File: src/rtl/lnk_tx_pkg.sv
package lnk_tx_pkg;

  // Channel slots, listed in falling priority order.
  localparam int NUM_CH    = 3;
  localparam int IDX_RDRSP = 0;
  localparam int IDX_WR    = 1;
  localparam int IDX_RDREQ = 2;

  // Number of bytes needed for a packet of pkt_w bits on a lane_w lane.
  function automatic int unsigned bytes_for(input int unsigned pkt_w, input int unsigned lane_w);
    return (pkt_w + lane_w - 1) / lane_w;
  endfunction

  // Link clock cycles per packet when two bytes move per cycle.
  function automatic int unsigned beats_for(input int unsigned pkt_w, input int unsigned lane_w);
    return (bytes_for(pkt_w, lane_w) + 1) / 2;
  endfunction

  // Counter width that holds values 0 .. n-1, never less than one bit.
  function automatic int unsigned cnt_width(input int unsigned n);
    return (n > 1) ? $clog2(n) : 1;
  endfunction

endpackage

File: src/rtl/lnk_tx_arb.sv
module lnk_tx_arb #(
  parameter int NUM_CH = 3
) (
  input  logic              en,
  input  logic [NUM_CH-1:0] req,
  input  logic [NUM_CH-1:0] hold,
  output logic [NUM_CH-1:0] gnt
);

  logic [NUM_CH-1:0] elig;
  assign elig = req & ~hold;

  // Slot 0 wins outright; every later slot needs all earlier slots idle.
  for (genvar i = 0; i < NUM_CH; i++) begin : g_pri
    if (i == 0) begin : g_top
      assign gnt[i] = en & elig[i];
    end else begin : g_low
      assign gnt[i] = en & elig[i] & ~(|elig[i-1:0]);
    end
  end

endmodule

File: src/rtl/lnk_tx_seq.sv
module lnk_tx_seq
  import lnk_tx_pkg::*;
#(
  parameter int PKT_W  = 104,
  parameter int LANE_W = 8
) (
  input  logic              clk,
  input  logic              rst,
  input  logic              start,
  input  logic [PKT_W-1:0]  load_data,
  output logic              busy,
  output logic              last_beat,
  output logic [LANE_W-1:0] byte_rise,
  output logic [LANE_W-1:0] byte_fall
);

  localparam int NBEATS  = int'(beats_for(PKT_W, LANE_W));
  localparam int CNT_W   = int'(cnt_width(NBEATS));
  localparam int STEP_W  = 2 * LANE_W;
  localparam int SHIFT_W = NBEATS * STEP_W;

  logic [SHIFT_W-1:0] sh_q;
  logic [CNT_W-1:0]   cnt_q;
  logic               busy_q;
  logic [SHIFT_W-1:0] load_vec;

  // Packet left-aligned in the shifter; any pad bits below it are zero.
  always_comb begin
    load_vec = '0;
    load_vec[SHIFT_W-1 -: PKT_W] = load_data;
  end

  assign busy      = busy_q;
  assign last_beat = busy_q && (cnt_q == CNT_W'(NBEATS - 1));
  assign byte_rise = sh_q[SHIFT_W-1 -: LANE_W];
  assign byte_fall = sh_q[SHIFT_W-LANE_W-1 -: LANE_W];

  always_ff @(posedge clk) begin
    if (rst) begin
      busy_q <= 1'b0;
      cnt_q  <= '0;
      sh_q   <= '0;
    end else if (!busy_q) begin
      if (start) begin
        busy_q <= 1'b1;
        cnt_q  <= '0;
        sh_q   <= load_vec;
      end
    end else if (last_beat) begin
      busy_q <= 1'b0;
      cnt_q  <= '0;
      sh_q   <= '0;
    end else begin
      cnt_q <= cnt_q + 1'b1;
      sh_q  <= sh_q << STEP_W;
    end
  end

  // Independent count of frame cycles for the length check.
  logic [CNT_W:0] frame_len_q;
  always_ff @(posedge clk) begin
    if (rst)         frame_len_q <= '0;
    else if (busy_q) frame_len_q <= frame_len_q + 1'b1;
    else             frame_len_q <= '0;
  end

  AST_START_IDLE: assert property (@(posedge clk) disable iff (rst) start |-> !busy_q);
  AST_START_FRAME: assert property (@(posedge clk) disable iff (rst) (start && !busy_q) |=> busy_q);
  AST_FRAME_MAX: assert property (@(posedge clk) disable iff (rst) busy_q |-> (frame_len_q < (CNT_W+1)'(NBEATS)));
  AST_FRAME_LEN: assert property (@(posedge clk) disable iff (rst) $fell(busy_q) |-> ($past(frame_len_q) == (CNT_W+1)'(NBEATS - 1)));
  AST_FRAME_GAP: assert property (@(posedge clk) disable iff (rst) last_beat |=> !busy_q);
  AST_IDLE_ZERO: assert property (@(posedge clk) disable iff (rst) !busy_q |-> (byte_rise == '0 && byte_fall == '0));

endmodule

File: src/rtl/lnk_tx_serializer.sv
module lnk_tx_serializer
  import lnk_tx_pkg::*;
#(
  parameter int PKT_W  = 104,
  parameter int LANE_W = 8
) (
  input  logic              clk,
  input  logic              rst,
  input  logic              rdrsp_access,
  input  logic [PKT_W-1:0]  rdrsp_packet,
  output logic              rdrsp_wait,
  input  logic              wr_access,
  input  logic [PKT_W-1:0]  wr_packet,
  output logic              wr_wait,
  input  logic              rdreq_access,
  input  logic [PKT_W-1:0]  rdreq_packet,
  output logic              rdreq_wait,
  input  logic              link_wr_hold,
  input  logic              link_rd_hold,
  output logic              link_frame,
  output logic [LANE_W-1:0] link_byte_rise,
  output logic [LANE_W-1:0] link_byte_fall
);

  logic [NUM_CH-1:0] req;
  logic [NUM_CH-1:0] hold;
  logic [NUM_CH-1:0] gnt;
  logic [PKT_W-1:0]  pkts [NUM_CH];
  logic [PKT_W-1:0]  sel_pkt;
  logic              busy;
  logic              last_beat;
  logic              arb_en;
  logic              accept;

  assign req[IDX_RDRSP]  = rdrsp_access;
  assign req[IDX_WR]     = wr_access;
  assign req[IDX_RDREQ]  = rdreq_access;
  assign pkts[IDX_RDRSP] = rdrsp_packet;
  assign pkts[IDX_WR]    = wr_packet;
  assign pkts[IDX_RDREQ] = rdreq_packet;

  // Read responses travel as write-class traffic on the link.
  assign hold[IDX_RDRSP] = link_wr_hold;
  assign hold[IDX_WR]    = link_wr_hold;
  assign hold[IDX_RDREQ] = link_rd_hold;

  assign arb_en = !busy && !rst;

  lnk_tx_arb #(.NUM_CH(NUM_CH)) u_arb (
    .en   (arb_en),
    .req  (req),
    .hold (hold),
    .gnt  (gnt)
  );

  assign accept = |gnt;

  always_comb begin
    sel_pkt = '0;
    for (int i = 0; i < NUM_CH; i++) begin
      if (gnt[i]) sel_pkt = sel_pkt | pkts[i];
    end
  end

  assign rdrsp_wait = rst | ~gnt[IDX_RDRSP];
  assign wr_wait    = rst | ~gnt[IDX_WR];
  assign rdreq_wait = rst | ~gnt[IDX_RDREQ];

  lnk_tx_seq #(.PKT_W(PKT_W), .LANE_W(LANE_W)) u_seq (
    .clk       (clk),
    .rst       (rst),
    .start     (accept),
    .load_data (sel_pkt),
    .busy      (busy),
    .last_beat (last_beat),
    .byte_rise (link_byte_rise),
    .byte_fall (link_byte_fall)
  );

  assign link_frame = busy;

  AST_ONE_GRANT: assert property (@(posedge clk) disable iff (rst) $onehot0({rdrsp_wait, wr_wait, rdreq_wait} ^ 3'b111));
  AST_WR_BELOW_RSP: assert property (@(posedge clk) disable iff (rst) !wr_wait |-> !(rdrsp_access && !link_wr_hold));
  AST_REQ_LOWEST: assert property (@(posedge clk) disable iff (rst) !rdreq_wait |-> !((rdrsp_access || wr_access) && !link_wr_hold));
  AST_WR_HOLD: assert property (@(posedge clk) disable iff (rst) link_wr_hold |-> (wr_wait && rdrsp_wait));
  AST_RD_HOLD: assert property (@(posedge clk) disable iff (rst) link_rd_hold |-> rdreq_wait);
  AST_BUSY_WAIT: assert property (@(posedge clk) disable iff (rst) link_frame |-> (rdrsp_wait && wr_wait && rdreq_wait));
  AST_ACCEPT_FRAME: assert property (@(posedge clk) disable iff (rst) (!link_frame && (!rdrsp_wait || !wr_wait || !rdreq_wait)) |=> link_frame);
  AST_FRAME_HELD: assert property (@(posedge clk) disable iff (rst) (link_frame && !last_beat) |=> link_frame);

endmodule

File: config.mk
export PLATFORM = sky130hd
export DESIGN_NAME = lnk_tx_serializer
export DESIGN_NICKNAME = d
export VERILOG_FILES = /design/src/rtl/lnk_tx_pkg.sv /design/src/rtl/lnk_tx_arb.sv /design/src/rtl/lnk_tx_seq.sv /design/src/rtl/lnk_tx_serializer.sv
export SDC_FILE = /design/constraint.sdc
export NUM_CORES = 1
export LEC_CHECK = 0
export ABC_AREA = 1
export ABC_CLOCK_PERIOD_IN_PS = 2800
export BUFFER_PORTS_ARGS = -buffer_cell sky130_fd_sc_hd__buf_2
export CAP_MARGIN = 30
export CORE_ASPECT_RATIO = 1.1
export CORE_MARGIN = 2
export CORE_UTILIZATION = 40
export DETAILED_ROUTE_END_ITERATION = 6
export PLACE_DENSITY_LB_ADDON = 0.3
export SLEW_MARGIN = 10
export SYNTH_ARGS = -nofsm -noshare
export SYNTH_HDL_FRONTEND = slang
export SYNTH_SLANG_ARGS = --single-unit
File: constraint.sdc
create_clock -name clk -period 2.8 [get_ports clk]
set_input_delay 0.14 -clock clk [delete_from_list [all_inputs] [get_ports clk]]
set_output_delay 0.14 -clock clk [all_outputs]
set_load 0.01 [all_outputs]
== Word level (Yosys, flattened, before mapping) ==
Cells that the tools add are included.

* Reduce and logical (&&, ||, !) cells: 7
* Mux-type cells: 12
* Eq/ne operators: 1
* Add/subtract/negate cells: 1
* Bitwise operators: 17

{| class="wikitable"
|+ Operators by type and width
! operator !! number
|-
| $mux W112 || 3
|-
| $mux W104 || 3
|-
| $or A104 B104 Y104 || 2
|-
| $mux W3 || 3
|-
| $and A1 B1 Y1 || 5
|-
| $not A1 Y1 || 5
|-
| $add A3 B1 Y3 const B || 1
|-
| $and A3 B3 Y3 || 1
|-
| $eq A3 B3 Y1 const B || 1
|-
| $mux W1 || 3
|-
| $not A3 Y3 || 1
|-
| $or A1 B1 Y1 || 3
|-
| $reduce_or A3 Y1 || 1
|-
| $logic_and A1 B1 Y1 || 2
|-
| $logic_not A1 Y1 || 2
|-
| $reduce_bool A2 Y1 || 1
|-
| $reduce_or A2 Y1 || 1
|}

* Flip-flop bits (word level): 116
* Word-level logic and storage cells: 41

== Depth between registers and ports, before layout ==
Gate-level depths: netlist of the first run.

* Word-level depth: 10
* Depth in mapped cells: 10
* Gate-level depth less buffers: 8

== Hierarchy ==
Synthesis of the first run repeated with hierarchy kept, for this count alone.

* Cell total of the unflattened synthesis: 1,077
* Area total of the unflattened synthesis: 6,593.8 µm²

{| class="wikitable"
|+ By module, submodules not included
! module !! cells each !! seq. area each (µm²) !! area an instance (µm²) !! instances
|-
| lnk_tx_seq || 605 || 2,162.1 || 4,499.3 || 1
|-
| lnk_tx_serializer || 460 || 0.0 || 2,043.2 || 1
|-
| lnk_tx_arb || 12 || 0.0 || 51.3 || 1
|}

== Worst setup path before layout of the first run ==
OpenSTA, ideal clock, no wires.

* Path kind: flip-flop to flip-flop
* From: register u_seq.busy_q, in the netlist u_seq.busy
* To: register u_seq.sh_q[15]
* Data required time: 2.672 ns
* Buffers on the path: 2
* Setup slack: 1.320 ns
* Library setup time: 0.128 ns
* Data arrival time: 1.352 ns
* Period minus slack after synthesis: 1.480 ns
* Cell stages (with the launch flop): 9
* Cell sequence: dfxtp_1 > nor2_4 > nand3_2 > nand3_2 > buf_4 > buf_2 > nor2_1 > nor2_1 > nor2_1

* Longest elaborated chain between the ends: 10
* Elaborated cells on any way between the ends: 16
* Those cells by class: 5 x mux; 7 x bitwise; 4 x reduce/logical

{| class="wikitable"
|+ Ends and longest elaborated chain
! element !! line !! RTL
|-
| start, declared || lnk_tx_seq.sv:24 || <nowiki>logic busy_q;</nowiki>
|-
| start signal, assigned || lnk_tx_seq.sv:40 || <nowiki>busy_q <= 1'b0;</nowiki>
|-
| start signal, assigned || lnk_tx_seq.sv:45 || <nowiki>busy_q <= 1'b1;</nowiki>
|-
| start signal, assigned || lnk_tx_seq.sv:50 || <nowiki>busy_q <= 1'b0;</nowiki>
|-
| $logic_not A1 Y1 || n/a ||
|-
| $logic_and A1 B1 Y1 || lnk_tx_serializer.sv:47 || <nowiki>assign arb_en = !busy && !rst;</nowiki>
|-
| $and A1 B1 Y1 || lnk_tx_arb.sv:16 || <nowiki>assign gnt[i] = en & elig[i];</nowiki>
|-
| $mux W104 || lnk_tx_serializer.sv:61 || <nowiki>if (gnt[i]) sel_pkt = sel_pkt | pkts[i];</nowiki>
|-
| $or A104 B104 Y104 || lnk_tx_serializer.sv:61 ||
|-
| $mux W104 || lnk_tx_serializer.sv:61 ||
|-
| $or A104 B104 Y104 || lnk_tx_serializer.sv:61 ||
|-
| $mux W104 || lnk_tx_serializer.sv:61 ||
|-
| $mux W112 || lnk_tx_seq.sv:44 || <nowiki>if (start) begin</nowiki>
|-
| $mux W112 || lnk_tx_seq.sv:43 || <nowiki>end else if (!busy_q) begin</nowiki>
|-
| end signal, assigned || lnk_tx_seq.sv:47 || <nowiki>sh_q <= load_vec;</nowiki>
|-
| end signal, assigned || lnk_tx_seq.sv:55 || <nowiki>sh_q <= sh_q << STEP_W;</nowiki>
|-
| end, declared || lnk_tx_seq.sv:22 || <nowiki>logic [SHIFT_W-1:0] sh_q;</nowiki>
|}

Parallel ways exist; a longest one is shown, timed or not. The select of a mux whose other input is x is not followed.
A chain may end at the register's enable or synchronous reset.

== Worst setup path in the final report of the first run ==
* From: register u_seq.busy_q, in the netlist u_seq.busy
* To: register u_seq.sh_q[42]

The elaborated chain is that of the path after synthesis.

==> results.py, run 1 <==
metrics = {
    "status": {
        "status": "finished, final reports clean",
    },
    "placed_design": {
        "gp_congestion": 0.832,
        "post-dp-hpwl_um": 19400,
        "place_area_um2": 9510,
        "portBuffers": 338,
        "dp_slack_ps": 773,
        "dp_cells": 1845,
    },
    "grt": {
        "use_met3_pct": 3.75,
        "grt_pass1_wl_um": 42600,
        "grt_overflow": 0,
        "grt_max_degree": 93,
        "grt_pass1_vias": 8506,
        "grtUsageTotal_pct": 25.8,
        "antenna_found_initial": 2,
        "met2_usage_pct": 44.5,
        "top_usage_layer": "met2",
        "grtUsageMet1_pct": 33.2,
    },
    "power": {
        "p_leak_nw": 4.86,
        "p_total_mw": 5.15,
        "power_density_nw_per_um2": 522,
        "peakVddDrop_v": 0.000440,
    },
    "clock_network": {
        "hold_buffers": 0,
        "cts_tree": "built",
        "insertion_delay_ps": 370,
        "cts-root-buf": "clkbuf_16",
        "clkTransAtPathRegs_ps": 70,
        "cts_made_buffers": 9,
        "cts_htree_levels": 3,
        "post_cts_resized": 0,
        "clk_path_buf_depth": 2,
        "clock_sink_count": 108,
        "post_cts_buffers": 0,
    },
    "die": {
        "die_area_um2": 20900,
        "fp-row-count": 53,
        "start_util_pct": 41.1,
        "design.core.area_um2": 19200,
        "ios": 339,
        "chipWidth_um": 138,
        "die_y_um": 151,
    },
    "routing": {
        "wire_per_inst_um": 15.3,
        "vias": 9886,
        "antenna_left": 0,
        "drtIter0Drc": 875,
        "drt-pass1-iter-count": 5,
        "wirelength_um": 28400,
        "drcViolationCount": 0,
        "viasPerCell": 5.31,
    },
    "synthesis": {
        "ys_seq_elements": 108,
        "avgSynthCellArea_um2": 5.71,
        "syn-instance-count": 1383,
        "yosys_warnings": 0,
        "synth_nets": 1704,
        "netlist_area_um2": 7900,
        "yosysUniqueCellTypes": 21,
        "ys_seq_area_share_pct": 27.4,
    },
    "timing": {
        "whs_ps": 103,
        "fmax_mhz": 500,
        "setup_viol": 0,
        "slew_viol_final": 0,
        "worst_pin_slew_ps": 1020,
        "slew_headroom_pct": 32.3,
        "hold_violations": 0,
        "rsz0062_at_grt": "no",
        "tns_ps": 0,
        "finalClockSkew_ps": 10.3,
        "period_share_pct": 71.4,
        "min_period_ps": 2000,
        "setup_ws_ps": 802,
    },
    "setup_path": {
        "cp-end-kind": "register",
        "crit_fanout": 81,
        "worstPathRequired_ps": 3100,
        "cp.arrival_ps": 2300,
        "startpoint": "u_seq.busy",
        "critPathKind": "reg -> reg",
        "r2r_start": "u_seq.busy",
        "start_kind": "register",
    },
    "layout": {
        "layout.cells.non_filler": 1862,
        "final_core_util_pct": 51.3,
        "syn_to_final_growth_pct": 25.0,
        "fin_area_um2": 9870,
        "antenna_cells": 0,
        "layout.nets": 1931,
        "drive_gt1_share_pct": 23.9,
    },
    "min_path": {
        "hp-class": "in -> reg",
        "min_from": "rdrsp_packet[89]",
    },
    "flow_run": {
        "drv_cap": 0,
    },
}
report_power, final:
part           switching, mW  internal [mW]
logic                   1.14          0.692
clock network          0.602          0.835
registers              0.121           1.76
total                   1.86           3.29
critical path, cell delays in order (launching register included):
cell     delay (ps)
dfxtp_1         380
nor2_4          210
buf_4           720
nand4_1         270
nand3_1         170
nor2_1           60
nor2_1           90
registers in the layout (all words and copies together) (netlist names):
register and cells:
u_seq.busy 1, u_seq.cnt_q 3, u_seq.sh_q 104
cell usage in the layout (no fill, tap or decap), types with 2 or more instances in the layout:
| cell type | synthesis | routed |
|---|---|---|
| a21oi_1 | 3 | 3 |
| inv_1 | 109 | 109 |
| bufinv_16 | 0 | 2 |
| ha_1 | 2 | 2 |
| buf_12 | 0 | 7 |
| nand4_1 | 194 | 194 |
| dfxtp_1 | 108 | 108 |
| nor2_4 | 1 | 4 |
| buf_2 | 44 | 338 |
| nor2_1 | 225 | 224 |
| nand3_4 | 0 | 2 |
| nand2_1 | 376 | 376 |
| clkbuf_8 | 0 | 2 |
| buf_4 | 22 | 12 |
| nand3_1 | 211 | 211 |
| clkinv_2 | 0 | 4 |
| clkbuf_16 | 0 | 9 |
metal layers:
metal	vias up	wire length, µm
met5	-	36
met1	4480	12000
met3	42	1980
met2	376	14000
li1	4984	-
met4	4	524
final cells by class:
cell class,instances,area (µm²)
well taps,247,309
clock inverters,5,81.3
inverters,112,424
repair buffers,358,1950
fillers,2051,9360
clock buffers,11,253
flip-flops and latches,108,2160
multi-input cells,1021,4700
kinds of logic after synthesis:
kind of cell / count (synthesis) / synth area share [%]
and+or+nand+nor: 1012 / 57.9
adders and majority gates: 2 / 0.317
AOI/OAI and AO/OA: 7 / 0.586
buffers and inverters: 254 / 13.8
DFF: 108 / 27.4
Yosys cell counts:
| cell | instances | area (µm²) |
|---|---|---|
| dfxtp_1 | 108 | 2160 |
| nand2_1 | 376 | 1410 |
| nor2_2 | 2 | 12.5 |
| buf_4 | 22 | 165 |
| a21oi_4 | 1 | 16.3 |
| buf_2 | 44 | 220 |
| nand2_2 | 1 | 6.26 |
| nand3_1 | 211 | 1060 |
| a21oi_1 | 3 | 15.0 |
| inv_1 | 109 | 409 |
| nor2_1 | 225 | 845 |
| nor2_4 | 1 | 11.3 |
| nand3_2 | 2 | 20.0 |
| o21ai_0 | 1 | 5.00 |
| o21ai_1 | 2 | 10.0 |
| buf_1 | 8 | 30.0 |
| inv_2 | 2 | 7.51 |
| ha_1 | 2 | 25.0 |
| clkinv_1 | 1 | 3.75 |
| nand4_1 | 194 | 1210 |
| clkbuf_1 | 68 | 255 |
worst paths after layout:
kind | endpoint | slack [ps] | cells past startpoint
max | u_seq.sh_q[42] | 800 | 6
min reg2reg | u_seq.cnt_q[0] | 490 | 1
max reg2reg | u_seq.sh_q[42] | 800 | 6
min | u_seq.sh_q[97] | 100 | 5
No activity file was read; power rests on OpenSTA's default activity.
==> run 2, diff against run 1 <==
--- a/config.mk
+++ b/config.mk
@@ -5,8 +5,8 @@
 export SDC_FILE = /design/constraint.sdc
 export NUM_CORES = 1
 export LEC_CHECK = 0
-export ABC_AREA = 1
-export ABC_CLOCK_PERIOD_IN_PS = 2800
+export ABC_AREA = 0
+export ABC_CLOCK_PERIOD_IN_PS = 2000
 export BUFFER_PORTS_ARGS = -buffer_cell sky130_fd_sc_hd__buf_2
 export CAP_MARGIN = 30
 export CORE_ASPECT_RATIO = 1.1
==> constraint.sdc (replaced) <==
create_clock -name clk -period 2 [get_ports clk]
set_input_delay 0.1 -clock clk [delete_from_list [all_inputs] [get_ports clk]]
set_output_delay 0.1 -clock clk [all_outputs]
set_load 0.01 [all_outputs]
==> results.py, run 2 <==
metrics = {
    "grt": {
        "grt_max_degree": 125,
        "grt_overflow": 0,
        "grt_pass1_wl_um": 41500,
        "grtUsageTotal_pct": 26.3,
        "grt_pass1_vias": 7578,
        "antenna_found_initial": 5,
    },
    "clock_network": {
        "insertion_delay_ps": 350,
        "clkTransAtPathRegs_ps": 70,
        "cts-root-buf": "clkbuf_16",
        "cts_tree": "built",
        "post_cts_resized": 0,
        "clk_path_buf_depth": 2,
        "clock_sink_count": 108,
        "cts_htree_levels": 3,
        "cts_made_buffers": 9,
    },
    "timing": {
        "fmax_mhz": 535,
        "tns_ps": 0,
        "min_period_ps": 1870,
        "rsz0062_at_grt": "no",
        "whs_ps": 20.3,
        "setup_viol": 0,
        "finalClockSkew_ps": 7.22,
        "period_share_pct": 93.5,
        "setup_ws_ps": 131,
        "worst_pin_slew_ps": 669,
        "slew_viol_final": 0,
        "slew_headroom_pct": 55.4,
        "hold_violations": 0,
    },
    "synthesis": {
        "ys_seq_area_share_pct": 28.9,
        "synth_nets": 1234,
        "synthTopCellsByCount": "108 x dfxtp_1, 107 x nand2_1, 105 x nand3b_1, 104 x a21o_1, 104 x a31oi_1",
        "yosys-top-cells-area": "dfxtp_1 29%, nand3b_1 11%, a21o_1 10%, a32oi_1 10%, o41ai_1 10%",
        "ys_seq_elements": 108,
        "synth_top_area_cell": "dfxtp_1",
        "avgSynthCellArea_um2": 8.20,
        "synth_top_area_share_pct": 28.9,
        "yosysMostFrequentCell": "dfxtp_1",
        "synth_flop_cell": "dfxtp_1",
        "synthArstFlopShare_pct": 0,
        "yosys_warnings": 0,
        "yosysUniqueCellTypes": 30,
        "syn-instance-count": 913,
        "netlist_area_um2": 7490,
        "synth-edff-count": 0,
    },
    "placed_design": {
        "post-dp-hpwl_um": 19400,
        "portBuffers": 338,
        "gp_congestion": 0.875,
        "place_area_um2": 9160,
        "dp_slack_ps": 271,
        "dp_cells": 1366,
    },
    "layout": {
        "final_core_util_pct": 51.3,
        "final_cell_mix": "336 x buf_2, 107 x nand2_1, 107 x dfxtp_1, 105 x nand3b_1",
        "largest_register_ffs": 104,
        "layout.cells.non_filler": 1385,
        "layout.nets": 1455,
        "max_flop_register": "u_seq.sh_q",
        "syn_to_final_growth_pct": 26.0,
        "drive_gt1_share_pct": 33.9,
        "final_common_cell": "buf_2",
        "fin_area_um2": 9440,
    },
    "die": {
        "chipWidth_um": 134,
        "die_y_um": 148,
        "start_util_pct": 40.7,
        "ios": 339,
        "die_area_um2": 19800,
        "fp-row-count": 52,
        "design.core.area_um2": 18400,
    },
    "routing": {
        "wire_per_inst_um": 20.2,
        "viasPerCell": 6.17,
        "drtIter0Drc": 571,
        "antenna_left": 0,
        "drcViolationCount": 0,
        "drt-pass1-iter-count": 5,
        "vias": 8552,
        "wirelength_um": 28000,
    },
    "setup_path": {
        "cp-end-kind": "output pin",
        "critPathKind": "reg -> out",
        "reg2reg_depth": 4,
        "start_kind": "register",
        "reg2reg_slack_ps": 260,
        "r2r_start": "u_seq.busy",
        "r2r_end": "u_seq.sh_q[79]",
        "worstPathRequired_ps": 1900,
        "cp.arrival_ps": 1770,
        "crit_fanout": 32,
    },
    "flow_run": {
        "drv_cap": 0,
    },
    "power": {
        "p_clk_share_pct": 28.4,
        "switching_power_mw": 1.99,
        "power_density_nw_per_um2": 637,
        "power_frac_seq_pct": 43.1,
        "p_leak_nw": 3.57,
        "p_total_mw": 6.01,
        "peakVddDrop_v": 0.000476,
        "internal_power_mw": 4.03,
        "pwr-share-comb_pct": 28.5,
        "p_sw_share_pct": 33.0,
    },
    "min_path": {
        "hp-class": "in -> reg",
        "min_from": "rdreq_packet[2]",
        "whs_endpoint": "u_seq.sh_q[10]",
        "hold_depth": 3,
    },
    "status": {
        "status": "finished, final reports clean",
    },
}
run 2: worst max path at each step:
stage / start / end
2_1_floorplan: u_seq.busy / u_seq.sh_q[67]
3_3_place_gp: u_seq.busy / u_seq.cnt_q[2]
3_5_place_dp: u_seq.busy / u_seq.sh_q[77]
4_1_cts: u_seq.busy / rdreq_wait
5_1_grt: u_seq.busy / rdreq_wait
6_report: u_seq.busy / rdreq_wait
run 2: critical path: stages (launching register included):
cell and delay (ps):
dfxtp_4 370, nor4b_4 360, buf_12 250, buf_12 210, nand2_1 70, buf_2 160
run 2: cell families after synthesis:
group	count (synthesis)	synth area share, %
fa+ha+maj	2	0.334
flops	108	28.9
simple gates	235	17.9
compound gates	411	42.7
buf+inv	157	10.3
run 2: repair_timing:
item | 4_1_cts | 5_1_grt
endpoints found under the setup margin | 0 | 1
hold buffers | 0 | 0
buffers inserted | 0 | 0
run 2: per-layer routing:
| layer | global-route usage (%) | routed length (µm) |
|---|---|---|
| met2 | 43.5 | 13600 |
| met4 | 8.84 | 664 |
| met1 | 34.6 | 11800 |
| met5 | 0 | 11 |
| met3 | 4.60 | 1980 |
run 2: cell type report:
class	count	area (µm²)
multi-input combinational	648	4600
fill	1830	8970
inverter	3	11.3
clock buffer	12	246
timing repair buffer	364	2080
antenna	4	10.0
tap	243	304
clock inverter	3	23.8
sequential	108	2170
run 2: power groups by stage:
| stage | combinational, mW | clock [mW] | sequential (mW) |
|---|---|---|---|
| after floorplan | 1.11 | 0 | 2.55 |
| after global placement | 1.69 | 0 | 2.63 |
| after detailed placement | 1.70 | 0 | 2.64 |
| after CTS | 1.71 | 1.73 | 2.59 |
| after global routing | 1.87 | 1.82 | 2.61 |
| final | 1.71 | 1.71 | 2.59 |
==> run 3, diff against run 2 <==
--- a/config.mk
+++ b/config.mk
@@ -13,6 +13,7 @@
 export CORE_MARGIN = 2
 export CORE_UTILIZATION = 40
 export DETAILED_ROUTE_END_ITERATION = 6
+export GPL_TIMING_DRIVEN = 0
 export PLACE_DENSITY_LB_ADDON = 0.3
 export SLEW_MARGIN = 10
 export SYNTH_ARGS = -nofsm -noshare
==> results.py, run 3 (synthesized netlist as in run 2, its figures left out) <==
metrics = {
    "power": {
        "internal_power_mw": 4.05,
        "power_frac_seq_pct": 42.2,
        "p_leak_nw": 3.82,
        "peakVddDrop_v": 0.000468,
        "switching_power_mw": 2.09,
        "pwr-share-comb_pct": 30.6,
        "p_total_mw": 6.14,
        "p_sw_share_pct": 34.1,
        "power_density_nw_per_um2": 625,
        "p_clk_share_pct": 27.2,
    },
    "clock_network": {
        "clkTransAtPathRegs_ps": 70,
        "cts_tree": "built",
        "cts_made_buffers": 9,
        "clock_sink_count": 108,
        "clk_path_buf_depth": 2,
        "cts_htree_levels": 3,
        "cts-root-buf": "clkbuf_16",
        "insertion_delay_ps": 360,
    },
    "setup_path": {
        "crit_fanout": 10,
        "reg2reg_slack_ps": 150,
        "worstPathRequired_ps": 1900,
        "start_kind": "register",
        "cp-end-kind": "output pin",
        "cp.arrival_ps": 1820,
        "critPathKind": "reg -> out",
    },
    "die": {
        "design.core.area_um2": 18400,
        "fp-row-count": 52,
        "die_area_um2": 19800,
        "start_util_pct": 40.7,
        "chipWidth_um": 134,
        "ios": 339,
        "die_y_um": 148,
    },
    "timing": {
        "slew_headroom_pct": 54.6,
        "min_period_ps": 1920,
        "setup_viol": 0,
        "worst_pin_slew_ps": 682,
        "tns_ps": 0,
        "period_share_pct": 96.1,
        "hold_violations": 0,
        "fmax_mhz": 520,
        "setup_ws_ps": 77.5,
        "whs_ps": 13.7,
        "slew_viol_final": 0,
        "finalClockSkew_ps": 9.08,
        "rsz0062_at_grt": "no",
    },
    "layout": {
        "layout.cells.non_filler": 1512,
        "final_common_cell": "buf_2",
        "drive_gt1_share_pct": 33.8,
        "largest_register_ffs": 104,
        "layout.nets": 1585,
        "final_cell_mix": "365 x buf_2, 108 x dfxtp_1, 107 x nand2_1, 105 x nand3b_1",
        "max_flop_register": "u_seq.sh_q",
        "syn_to_final_growth_pct": 31.0,
        "nFillCells": 1850,
        "fin_area_um2": 9810,
        "final_core_util_pct": 53.3,
    },
    "routing": {
        "wirelength_um": 32200,
        "drtIter0Drc": 616,
        "wire_per_inst_um": 21.3,
        "vias": 9252,
        "drt-pass1-iter-count": 7,
        "viasPerCell": 6.12,
        "antenna_left": 0,
        "drcViolationCount": 0,
    },
    "placed_design": {
        "post-dp-hpwl_um": 25600,
        "dp_slack_ps": 47.0,
        "portBuffers": 336,
        "dp_cells": 1494,
        "gp_congestion": 0.957,
        "place_area_um2": 9510,
    },
    "grt": {
        "grtUsageTotal_pct": 30.7,
        "antenna_found_initial": 2,
        "grt_max_degree": 17,
        "grt_pass1_vias": 8793,
        "grt_overflow": 0,
        "grt_pass1_wl_um": 47100,
    },
    "flow_run": {
        "drv_cap": 0,
    },
    "status": {
        "status": "finished, final reports clean",
    },
    "min_path": {
        "hp-class": "in -> reg",
    },
}
==> run 3: cell types whose count changed in the layout (fill, tap and decap cells not counted), moves of 2 or more <==
cell,delta
diode_2,-3
dlygate4sd3_1,+2
buf_12,-15
buf_2,+29
buf_1,+9
buf_6,+9
clkbuf_2,+8
clkinv_2,+3
buf_4,+9
buf_8,+2
clkbuf_1,+75
==> run 3: cell type report <==
cell class | instances | area [µm²] | share of cell area [%]
timing repair buffer | 341 | 1740 | 17.7
tap | 243 | 304 | 3.10
clock buffer | 10 | 229 | 2.33
buffer | 153 | 771 | 7.85
clock inverter | 5 | 30.0 | 0.306
antenna | 1 | 2.50 | 0.0255
multi-input combinational | 648 | 4560 | 46.5
inverter | 3 | 11.3 | 0.115
sequential | 108 | 2160 | 22.0
==> run 3: what timing repair did <==
action,in CTS,in global routing
endpoints found under the hold margin,2,0
endpoints found under the setup margin,3,66
hold buffers,2,0
resized for setup,3,17
setup buffers,1,0
pin swaps,1,0
==> run 3: worst paths after layout <==
| kind | from | to | cells after the start |
|---|---|---|---|
| worst min register to register | u_seq.cnt_q[2] | u_seq.cnt_q[2] | 1 |
| worst min-delay path | rdreq_packet[6] | u_seq.sh_q[14] | 3 |
| worst max-delay path | u_seq.busy | wr_wait | 5 |
| worst max register to register | u_seq.cnt_q[0] | u_seq.sh_q[87] | 7 |
==> run 3: critical path, stage by stage (launching register included) <==
cell	delay, ps
dfxtp_1	390
clkbuf_4	260
buf_2	230
nor3_2	320
nand3b_1	110
buf_2	150
==> run 3: layer usage <==
layer	track usage (%)	vias up	wire, µm
li1	-	4360	-
met1	36.1	4381	12800
met2	55.0	440	15800
met3	5.52	69	2340
met4	12.3	2	1170
met5	0	-	16
==> run 3: power by group through the flow <==
| stage | clock network (mW) | registers [mW] | logic (mW) |
|---|---|---|---|
| after floorplan | 0 | 2.55 | 1.11 |
| after global placement | 0 | 2.62 | 1.82 |
| after detailed placement | 0 | 2.63 | 1.84 |
| after CTS | 1.68 | 2.58 | 1.85 |
| after global routing | 1.74 | 2.60 | 2.04 |
| final | 1.67 | 2.59 | 1.88 |
